$ cat config.mk
export PLATFORM = sky130hd
export DESIGN_NAME = serial_rx_port
export DESIGN_NICKNAME = d
export VERILOG_FILES = /design/src/rtl/srx_pkg.sv /design/src/rtl/srx_sync.sv /design/src/rtl/srx_frame.sv /design/src/rtl/srx_flags.sv /design/src/rtl/serial_rx_port.sv
export SDC_FILE = /design/constraint.sdc
export NUM_CORES = 1
export LEC_CHECK = 0
export BUFFER_PORTS_ARGS = -buffer_cell sky130_fd_sc_hd__buf_2
export CORE_MARGIN = 2
export CORE_UTILIZATION = 50
export DETAILED_ROUTE_END_ITERATION = 12
export PLACE_DENSITY = 0.77
export SYNTH_ARGS = -nofsm -noshare
export SYNTH_HDL_FRONTEND = slang
export SYNTH_HIERARCHICAL = 1
export SYNTH_SLANG_ARGS = --single-unit
export TNS_END_PERCENT = 5
$ cat constraint.sdc
create_clock -name clk_i -period 3.1 [get_ports clk_i]
set_input_delay 0.465 -clock clk_i [delete_from_list [all_inputs] [get_ports clk_i]]
set_output_delay 0.465 -clock clk_i [all_outputs]
set_load 0.02 [all_outputs]
$ cat src/rtl/srx_pkg.sv
package srx_pkg;
  typedef enum logic [1:0] {RX_IDLE, RX_START, RX_BITS, RX_STOP} rx_state_e;

  typedef struct packed {
    logic [8:0] data;
    logic       noise;
    logic       ferr;
    logic       perr;
  } rx_frame_t;

  // control word, bit0 = rx_en ... bit6 = par_ie
  typedef struct packed {
    logic par_ie;
    logic idle_ie;
    logic rdy_ie;
    logic par_odd;
    logic par_en;
    logic len9;
    logic rx_en;
  } rx_ctrl_t;

  localparam int unsigned CTRL_W    = $bits(rx_ctrl_t);
  localparam int unsigned ADDR_STAT = 0;
  localparam int unsigned ADDR_DATA = 1;
  localparam int unsigned ADDR_CTRL = 2;
endpackage

$ cat src/rtl/srx_sync.sv
module srx_sync #(
  parameter int   STAGES  = 2,
  parameter logic RST_VAL = 1'b1
) (
  input  logic clk_i,
  input  logic rst_ni,
  input  logic d_i,
  output logic q_o
);
  logic [STAGES-1:0] pipe_q;

  always_ff @(posedge clk_i or negedge rst_ni) begin
    if (!rst_ni) pipe_q <= {STAGES{RST_VAL}};
    else         pipe_q <= {pipe_q[STAGES-2:0], d_i};
  end

  assign q_o = pipe_q[STAGES-1];
endmodule

$ cat src/rtl/srx_frame.sv
module srx_frame
  import srx_pkg::*;
#(
  parameter int OSR      = 16,
  parameter int MAX_BITS = 9
) (
  input  logic      clk_i,
  input  logic      rst_ni,
  input  logic      tick_i,
  input  logic      rx_i,
  input  logic      en_i,
  input  logic      len9_i,
  input  logic      par_en_i,
  input  logic      par_odd_i,
  output logic      done_o,
  output rx_frame_t frame_o,
  output logic      idle_o
);
  localparam int CW       = $clog2(OSR);
  localparam int S_MID    = OSR / 2;
  localparam int S_A      = S_MID - 1;
  localparam int S_B      = S_MID + 1;
  localparam int BNW      = $clog2(MAX_BITS + 1);
  localparam int IDLE_MAX = OSR * (MAX_BITS + 2);
  localparam int IW       = $clog2(IDLE_MAX + 1);

  rx_state_e             state_q;
  logic [CW-1:0]         cnt_q, cnt_nx;
  logic [BNW-1:0]        bitn_q, nbits;
  logic [MAX_BITS-1:0]   sh_q;
  logic                  s_a_q, s_m_q, noise_q, par_q;
  logic                  vote, disagree;
  logic [IW-1:0]         icnt_q, idle_lim;

  assign nbits    = len9_i ? BNW'(MAX_BITS) : BNW'(MAX_BITS - 1);
  assign idle_lim = len9_i ? IW'(OSR * (MAX_BITS + 2)) : IW'(OSR * (MAX_BITS + 1));
  assign cnt_nx   = (cnt_q == CW'(OSR - 1)) ? '0 : cnt_q + 1'b1;
  // two-of-three vote; third sample is the live line
  assign vote     = (s_a_q & s_m_q) | (s_a_q & rx_i) | (s_m_q & rx_i);
  assign disagree = !((s_a_q == s_m_q) && (s_m_q == rx_i));

  always_ff @(posedge clk_i or negedge rst_ni) begin
    if (!rst_ni) begin
      state_q <= RX_IDLE;
      cnt_q   <= '0;
      bitn_q  <= '0;
      sh_q    <= '0;
      s_a_q   <= 1'b1;
      s_m_q   <= 1'b1;
      noise_q <= 1'b0;
      par_q   <= 1'b0;
      done_o  <= 1'b0;
      frame_o <= '0;
    end else begin
      done_o <= 1'b0;
      if (!en_i) begin
        state_q <= RX_IDLE;
        cnt_q   <= '0;
      end else if (tick_i) begin
        if (state_q != RX_IDLE) begin
          cnt_q <= cnt_nx;
          if (cnt_q == CW'(S_A))   s_a_q <= rx_i;
          if (cnt_q == CW'(S_MID)) s_m_q <= rx_i;
        end
        unique case (state_q)
          RX_IDLE: begin
            cnt_q <= '0;
            if (!rx_i) begin
              state_q <= RX_START;
              noise_q <= 1'b0;
              par_q   <= 1'b0;
              bitn_q  <= '0;
            end
          end
          RX_START: begin
            if (cnt_q == CW'(S_B)) begin
              if (vote) state_q <= RX_IDLE;  // false start
              else      noise_q <= noise_q | disagree;
            end
            if (cnt_q == CW'(OSR - 1)) state_q <= RX_BITS;
          end
          RX_BITS: begin
            if (cnt_q == CW'(S_B)) begin
              sh_q    <= {vote, sh_q[MAX_BITS-1:1]};
              par_q   <= par_q ^ vote;
              noise_q <= noise_q | disagree;
              bitn_q  <= bitn_q + 1'b1;
            end
            if (cnt_q == CW'(OSR - 1) && bitn_q == nbits) state_q <= RX_STOP;
          end
          RX_STOP: begin
            if (cnt_q == CW'(S_B)) begin
              done_o        <= 1'b1;
              frame_o.data  <= len9_i ? sh_q : {1'b0, sh_q[MAX_BITS-1:1]};
              frame_o.noise <= noise_q | disagree;
              frame_o.ferr  <= !vote;
              frame_o.perr  <= par_en_i & (par_q ^ par_odd_i);
              state_q       <= RX_IDLE;
            end
          end
          default: state_q <= RX_IDLE;
        endcase
      end
    end
  end

  // idle line: one full frame time of marks while waiting
  always_ff @(posedge clk_i or negedge rst_ni) begin
    if (!rst_ni) begin
      icnt_q <= '0;
      idle_o <= 1'b0;
    end else begin
      idle_o <= en_i && state_q == RX_IDLE && rx_i && tick_i && icnt_q == idle_lim - 1'b1;
      if (!en_i || state_q != RX_IDLE || !rx_i) icnt_q <= '0;
      else if (tick_i && icnt_q != idle_lim)    icnt_q <= icnt_q + 1'b1;
    end
  end
endmodule

$ cat src/rtl/srx_flags.sv
module srx_flags
  import srx_pkg::*;
#(
  parameter int DATA_W = 9
) (
  input  logic              clk_i,
  input  logic              rst_ni,
  input  logic              done_i,
  input  rx_frame_t         frame_i,
  input  logic              idle_i,
  input  logic              rd_stat_i,
  input  logic              rd_data_i,
  output logic [DATA_W-1:0] data_o,
  output logic [5:0]        flags_o   // {rdy, idle, ore, noise, ferr, perr}
);
  logic rdy_q, idle_q, ore_q, nf_q, fe_q, pe_q;
  logic armed_q, idle_arm_q;
  logic seq_clr, busy, accept;

  assign seq_clr = rd_data_i & armed_q;
  assign busy    = rdy_q & ~rd_data_i;  // a read in this cycle frees the holder
  assign accept  = done_i & ~busy;

  always_ff @(posedge clk_i or negedge rst_ni) begin
    if (!rst_ni) begin
      rdy_q      <= 1'b0;
      idle_q     <= 1'b0;
      ore_q      <= 1'b0;
      nf_q       <= 1'b0;
      fe_q       <= 1'b0;
      pe_q       <= 1'b0;
      armed_q    <= 1'b0;
      idle_arm_q <= 1'b0;
      data_o     <= '0;
    end else begin
      if (rd_data_i)      armed_q <= 1'b0;
      else if (rd_stat_i) armed_q <= 1'b1;

      if (accept) data_o <= frame_i.data[DATA_W-1:0];
      rdy_q  <= (rdy_q  & ~rd_data_i) | accept;
      ore_q  <= (ore_q  & ~seq_clr)   | (done_i & busy);
      nf_q   <= (nf_q   & ~seq_clr)   | (accept & frame_i.noise);
      fe_q   <= (fe_q   & ~seq_clr)   | (accept & frame_i.ferr);
      pe_q   <= (pe_q   & ~seq_clr)   | (accept & frame_i.perr);
      idle_q <= (idle_q & ~seq_clr)   | (idle_i & idle_arm_q);

      if (accept)                    idle_arm_q <= 1'b1;
      else if (idle_i && idle_arm_q) idle_arm_q <= 1'b0;
    end
  end

  assign flags_o = {rdy_q, idle_q, ore_q, nf_q, fe_q, pe_q};
endmodule

$ cat src/rtl/serial_rx_port.sv
module serial_rx_port
  import srx_pkg::*;
#(
  parameter int OSR      = 16,
  parameter int MAX_BITS = 9,
  parameter int AW       = 2,
  parameter int RW       = 32,
  parameter int SYNC     = 2
) (
  input  logic              clk_i,
  input  logic              rst_ni,
  input  logic              tick_i,
  input  logic              rxd_i,
  input  logic              rd_en_i,
  input  logic              wr_en_i,
  input  logic [AW-1:0]     addr_i,
  input  logic [CTRL_W-1:0] wdata_i,
  output logic [RW-1:0]     rdata_o,
  output logic              irq_o
);
  rx_ctrl_t            ctrl_q;
  logic                rx_s, done, idle_p;
  rx_frame_t           frame;
  logic [MAX_BITS-1:0] data;
  logic [5:0]          flags_w;
  logic                rd_stat, rd_data;

  assign rd_stat = rd_en_i && addr_i == AW'(ADDR_STAT);
  assign rd_data = rd_en_i && addr_i == AW'(ADDR_DATA);

  always_ff @(posedge clk_i or negedge rst_ni) begin
    if (!rst_ni)                                ctrl_q <= '0;
    else if (wr_en_i && addr_i == AW'(ADDR_CTRL)) ctrl_q <= rx_ctrl_t'(wdata_i);
  end

  srx_sync #(.STAGES(SYNC), .RST_VAL(1'b1)) u_sync (
    .clk_i(clk_i), .rst_ni(rst_ni), .d_i(rxd_i), .q_o(rx_s)
  );

  srx_frame #(.OSR(OSR), .MAX_BITS(MAX_BITS)) u_frame (
    .clk_i(clk_i), .rst_ni(rst_ni), .tick_i(tick_i), .rx_i(rx_s),
    .en_i(ctrl_q.rx_en), .len9_i(ctrl_q.len9), .par_en_i(ctrl_q.par_en),
    .par_odd_i(ctrl_q.par_odd), .done_o(done), .frame_o(frame), .idle_o(idle_p)
  );

  srx_flags #(.DATA_W(MAX_BITS)) u_flags (
    .clk_i(clk_i), .rst_ni(rst_ni), .done_i(done), .frame_i(frame),
    .idle_i(idle_p), .rd_stat_i(rd_stat), .rd_data_i(rd_data),
    .data_o(data), .flags_o(flags_w)
  );

  always_comb begin
    rdata_o = '0;
    unique case (addr_i)
      AW'(ADDR_STAT): rdata_o[5:0]          = flags_w;
      AW'(ADDR_DATA): rdata_o[MAX_BITS-1:0] = data;
      AW'(ADDR_CTRL): rdata_o[CTRL_W-1:0]   = ctrl_q;
      default:        rdata_o               = '0;
    endcase
  end

  // noise (bit2) and framing (bit1) are deliberately not sources
  assign irq_o = ((flags_w[5] | flags_w[3]) & ctrl_q.rdy_ie)
               | (flags_w[4] & ctrl_q.idle_ie)
               | (flags_w[0] & ctrl_q.par_ie);
endmodule

# Word level (Yosys, flattened, before mapping)

Cells that the tools add are included.

Register bits after elaboration: 71
Bits in latches: 0
Memory bits (writable): 0
Memory bits (read-only): 0
Input bits: 15
Output and inout port bits: 33
Word-level logic and storage cells: 171
Memories: 0

$add $sub $neg: 4
Multipliers: 0
Divide/modulo/power cells: 0
Magnitude comparators: 0
Eq/ne operators: 25
Shifts and indexed selects: 0
Muxes and demuxes: 40
Bitwise gates (word level): 37
Reduce and logical (&&, ||, !) cells: 33

Operator list:

| cell                                              | number |
|---|---|
| 2-to-1 mux 4 bit                                  | 7 |
| bitwise AND 1 bit                                 | 20 |
| 2-to-1 mux 2 bit                                  | 9 |
| case mux 6 bit (3 select lines)                   | 1 |
| 2-to-1 mux 8 bit                                  | 2 |
| AND reduction 4 bit                               | 4 |
| 2-to-1 mux 1 bit                                  | 14 |
| == test 4 bit (second input constant)             | 3 |
| bitwise OR 1 bit                                  | 12 |
| logical AND 1 bit                                 | 11 |
| nonzero test 2 bit                                | 5 |
| 2-to-1 mux 9 bit                                  | 1 |
| adder 4 x 1 -> 4 bit (second input constant)      | 2 |
| adder 8 x 1 -> 8 bit (second input constant)      | 1 |
| == test 8 bit                                     | 1 |
| != test 4 x 2 -> 1 bit (second input constant)    | 2 |
| != test 8 bit                                     | 1 |
| case mux 2 bit (4 select lines)                   | 1 |
| case mux 4 bit (2 select lines)                   | 1 |
| subtractor 8 x 1 -> 8 bit (second input constant) | 1 |
| AND reduction 7 bit                               | 1 |
| == test 2 bit (second input constant)             | 3 |
| != test 2 bit (second input constant)             | 3 |
| != test 3 x 2 -> 1 bit (second input constant)    | 2 |
| 19 further kinds                                  | 31 |

# Longest topological paths before layout

Word-level depth: 9
Gate-level depth with buffers: 8
Mapped depth without buffers: 6

# Hierarchy

Netlist, hierarchy kept.

By module, submodules not included:

| module         | instances | cells each | area each (µm²) | sequential area each (µm²) |
|---|---|---|---|---|
| srx_frame      | 1         | 227        | 2,381.0         | 1,128.6 |
| srx_flags      | 1         | 53         | 737.0           | 425.4 |
| serial_rx_port | 1         | 68         | 688.2           | 175.2 |
| srx_sync       | 1         | 2          | 52.6            | 52.6 |

# Worst setup path before layout

No wires, ideal clock.

Path type: reg-to-reg
Start point: register u_frame.state_q[0]
End point: register u_frame.bitn_q[3]
Library setup time: 0.069 ns
Arrival time: 1.765 ns
Required time: 3.031 ns
Setup slack: 1.266 ns
Stages on the path, launching flop included: 8
Path buffers: 1
Period minus slack after synthesis: 1.834 ns
Path through: dfrtp_1 inv_1 ha_1 clkbuf_1 nor2b_1 o211ai_2 or4_1 nand3_1

Cells in the longest elaborated chain, start to end: 3
Elaborated cells on any way between the ends: 7
Those cells by class: 3 x eq/ne; 1 x mux; 3 x reduce/logical

RTL lines:

| element                                                  | line            | source |
|---|---|---|
| from (decl)                                              | srx_frame.sv:27 | `rx_state_e state_q;` |
| from (signal assigned)                                   | srx_frame.sv:44 | `state_q <= RX_IDLE;` |
| from (signal assigned)                                   | srx_frame.sv:57 | `state_q <= RX_IDLE;` |
| from (signal assigned)                                   | srx_frame.sv:69 | `state_q <= RX_START;` |
| == test 2 bit or logical NOT 2 bit (tied branches)       | srx_frame.sv:65 | `unique case (state_q)` |
| != test 2 x 1 -> 1 bit (no line) (tied with other cells) | n/a             |  |
| AND reduction 5 bit (no line)                            | n/a             |  |
| to (signal assigned)                                     | srx_frame.sv:87 | `bitn_q <= bitn_q + 1'b1;` |
| to (decl)                                                | srx_frame.sv:29 | `logic [BNW-1:0] bitn_q, nbits;` |

Several ways; a longest one is shown, not always the timed one.
A chain may end at the register's enable or synchronous reset.

# Final worst setup path

Start point: input port addr_i[0]
End point: output port rdata_o[3]

Cells in the longest elaborated chain, start to end: 2
Elaborated cells on any way between the ends: 4
Those cells by class: 2 x eq/ne; 1 x mux; 1 x reduce/logical

RTL lines:

| element                               | line                 | source |
|---|---|---|
| from (decl)                           | serial_rx_port.sv:16 | `input logic [AW-1:0] addr_i,` |
| == test 2 bit (tied with other cells) | serial_rx_port.sv:54 | `unique case (addr_i)` |
| case mux 6 bit (3 select lines) *     | serial_rx_port.sv:54 |  |
| to (decl)                             | serial_rx_port.sv:18 | `output logic [RW-1:0] rdata_o,` |

Every way passes the cells marked *; elsewhere a longest branch is shown, timed or not.

==> results_tabular.tex <==
\begin{tabular}{lr}
\hline
Metric & Value \\
\hline
\multicolumn{2}{l}{\textbf{Yosys}} \\
Number of unique standard cell types used by synthesis & slightly below 60 \\
Top cells by instance count after synthesis & dfrtp\_1 (67), nor2\_1 (35), buf\_4 (29), ha\_1 (17), inv\_1 (17) \\
Async S/R FF share, synth & 1.00 \\
Yosys top cell area share & 0.435 \\
Dominant cell type by area after synthesis & dfrtp\_1 \\
Netlist Area Pre-Place & 3860 µm² \\
Most repeated cell in the gate-level netlist after synthesis & dfrtp\_1 \\
Ys Warns & 6 \\
Sequential cell area fraction in the yosys report & 0.462 \\
FF+latch count, synth & 71 \\
Most instantiated flip-flop cell in the synthesis netlist & dfrtp\_1 \\
Cells after Synth & 350 \\
Number of synthesized flops with an enable pin & 0 \\
Post-Syn Area per Cell & 11.0 µm² \\
Synth top area cells & dfrtp\_1 (43\%), mux2\_4 (6.2\%), buf\_4 (5.6\%) \\
\multicolumn{2}{l}{\textbf{Floorplan}} \\
Die extent in y & 91.9 µm \\
Starting density of the core & 0.507 \\
Core area & roughly 7600 µm² \\
Count of pins on the block boundary & 48 \\
Std cell rows & 32 \\
Die ar. & approximately 8400 µm² \\
Width of the die & $\sim$92 µm \\
\multicolumn{2}{l}{\textbf{Worst setup path}} \\
Setup CP Type & in -> out \\
Peak fanout along the critical path & 8 \\
Arrival time worst endpoint & 1.60 ns \\
Critical Path End Type & output port \\
Crit path required time & 2.63 ns \\
Setup crit start kind & input pin \\
\multicolumn{2}{l}{\textbf{Power}} \\
Share of power burned in registers & 0.522 \\
Switching Fraction & 0.279 \\
Leakage power of the design & 0.00203 µW \\
Highest ir drop seen on vdd & approximately 0.3 mV \\
Relative contribution of combinational cells to total power & 0.139 \\
Power density relative to cell area & 463 nW/µm² \\
Switching power summed over all nets & 533 µW \\
Internal power consumption & 1380 µW \\
Total power consumption of the routed design & 1910 µW \\
Power share of the clock group & 0.339 \\
\multicolumn{2}{l}{\textbf{Layout}} \\
Final Net Count & approximately 400 \\
Fraction of layout instances using a drive strength above 1 & 0.191 \\
Fillcell total & 667 \\
Count of antenna diodes in the layout & 0 \\
Area overhead of the layout relative to synthesis & 6.94\% \\
\multicolumn{2}{l}{\textbf{Clock network}} \\
Buffers inserted during post-CTS setup optimization & 0 \\
Source-to-sink clock delay at the later pin of the worst-skew pair & around 0.34 ns \\
Bufs on Longest Clock Path & 2 \\
H-Tree Depth & 3 \\
Number of resized instances in the post-cts repair step & 0 \\
Cell at the root of the clock tree & clkbuf\_8 \\
Clock sink total & 71 \\
TritonCTS buffer count & 9 \\
Hold buffers post-CTS & 0 \\
CTS clock-pin slew for the worst setup and hold paths & 0.08 ns \\
CTS tree & built \\
\multicolumn{2}{l}{\textbf{Placed design}} \\
Half-perimeter wire length of the detailed placement result & 4910 µm \\
Port Buffers & 24 \\
Gp weighted congestion & approximately 0.84 \\
Setup Slack @ Placement & 1.05 ns \\
\multicolumn{2}{l}{\textbf{Route}} \\
DRC violations left & 0 \\
Routed Wire Length & 6800 µm \\
Detailed-route via count & 2492 \\
Routed wire length per instance & 14.2 µm \\
Detailed Route Iter0 Violations & 177 \\
Post-detailed-route via-to-cell ratio & 5.20 \\
Count of antenna-violating nets left after detailed routing & 0 \\
Router iterations before antenna repair & 4 \\
\multicolumn{2}{l}{\textbf{Timing}} \\
Fin crit share & 0.666 \\
Final critical path time including I/O delays and setup & 2.06 ns \\
Highest Clock Rate & 485 MHz \\
Actual slew at the worst max-slew pin & 0.772 ns \\
Setup skew after layout & 0.00888 ns \\
Setup violation total in the final timing report & 0 \\
Worst path setup slack after routing & 1.04 ns \\
Fin. Hold Viols & 0 \\
Summed negative setup slack over all endpoints & 0 ns \\
Worst relative slew slack & 0.485 \\
Setup repair after global routing missed its margin & no \\
Final count of pins violating max slew & 0 \\
\multicolumn{2}{l}{\textbf{Global route}} \\
Via count of the first global-routing pass & 2429 \\
Global-route wire length before repair & 11600 µm \\
Initial antenna violation count & 0 \\
Largest net degree at the start of global routing & 37 \\
Congestion Overflow GR & 0 \\
Total Routing Usage GR & 0.175 \\
\multicolumn{2}{l}{\textbf{Outcome}} \\
Status & finished, final reports clean \\
\multicolumn{2}{l}{\textbf{Run}} \\
Max-cap violations & 0 \\
\multicolumn{2}{l}{\textbf{Hold path}} \\
Type of the most critical hold path & in -> async \\
\hline
\end{tabular}
[stage by stage]
| stage | std cells | hold WS (ns) | utilization | area [µm²] |
|---|---|---|---|---|
| finish | 479 | 0.200 | 0.542 | 4130 |
| floorplan | 372 | 0.169 | - | 3940 |
| global placement | 463 | 0.346 | 0.519 | 3950 |
| global route | 479 | 0.186 | 0.542 | 4130 |
| detailed placement | 463 | 0.347 | 0.519 | 3950 |
| CTS | 479 | 0.195 | 0.542 | 4130 |
[cells in the final DEF, fill, tap and decap left out, types with 6 or more instances in the layout]
cell type	netlist	layout
a21oi_1	15	15
a222oi_1	6	6
and2_1	10	10
buf_2	7	24
clkbuf_8	0	10
conb_1	1	23
dfrtp_1	67	67
ha_1	17	17
inv_1	17	17
mux2_1	11	11
mux2_4	16	16
mux2i_1	11	11
nand2_1	12	12
nand3_1	14	14
nor2_1	35	35
[cells by family after synthesis]
kind of cell,synth area share
xor+xnor,0.0204
simple gates,0.149
buf+inv,0.0879
fa+ha+maj,0.0551
other cells,0.000972
mux,0.126
flops,0.462
compound gates,0.0992
[metal layers]
metal | routed length [µm] | GRT usage | share of wire | up-vias
li1 | - | - | - | 1235
met1 | 3180 | 0.224 | 0.47 | 1209
met2 | 3340 | 0.286 | 0.49 | 43
met3 | 220 | 0.0592 | 0.032 | 5
met4 | 66 | 0.0448 | 0.0097 | 0
met5 | 0 | 0 | 0 | -
[critical path, stage by stage]
cell and delay, ns:
buf_2 0.10, inv_1 0.06, ha_1 0.35, a222oi_1 0.39, nor2_1 0.07, buf_2 0.16
[final timing paths]
kind                                          from                  end  slack, ns  cells after the start
worst max-delay path                     addr_i[0]           rdata_o[3]       1.04                      6
worst min-delay path                        rst_ni  u_frame/frame_o[11]       0.20                      1
worst max register to register  u_frame/state_q[0]        u_frame/par_q       1.07                      6
worst min register to register    u_sync/pipe_q[0]     u_sync/pipe_q[1]       0.36                      0
max in group asynchronous                   rst_ni        u_frame/s_a_q       2.07                      2
min in group clk_i                           rxd_i     u_sync/pipe_q[0]       0.22                      1
[state kept, by name (all words and copies together), names as in the netlist, 2 cells and up]
name / cells
ctrl_q: 7
u_frame/cnt_q: 4
u_frame/frame_o: 12
u_sync/pipe_q: 2
u_frame/state_q: 2
u_frame/bitn_q: 4
u_flags/data_o: 9
u_frame/icnt_q: 8
u_frame/sh_q: 9
[area by class of cell]
type | count | area (µm²) | area share
Timing Repair Buffer | 29 | 158 | 0.0382
Sequential cell | 71 | 1780 | 0.432
Multi-Input combinational cell | 244 | 1820 | 0.441
Clock buffer | 11 | 141 | 0.0343
Inverter | 17 | 63.8 | 0.0155
Tap cell | 102 | 128 | 0.0309
Clock inverter | 5 | 33.8 | 0.00819
[power by group through the flow]
stage               clock network (µW)  registers, µW  logic [µW]
global route                       726           1000         292
global placement                     0           1010         258
CTS                                678            996         267
detailed placement                   0           1010         264
finish                             647            996         266
floorplan                            0           1000         213
No activity file was read; power rests on OpenSTA's default activity.
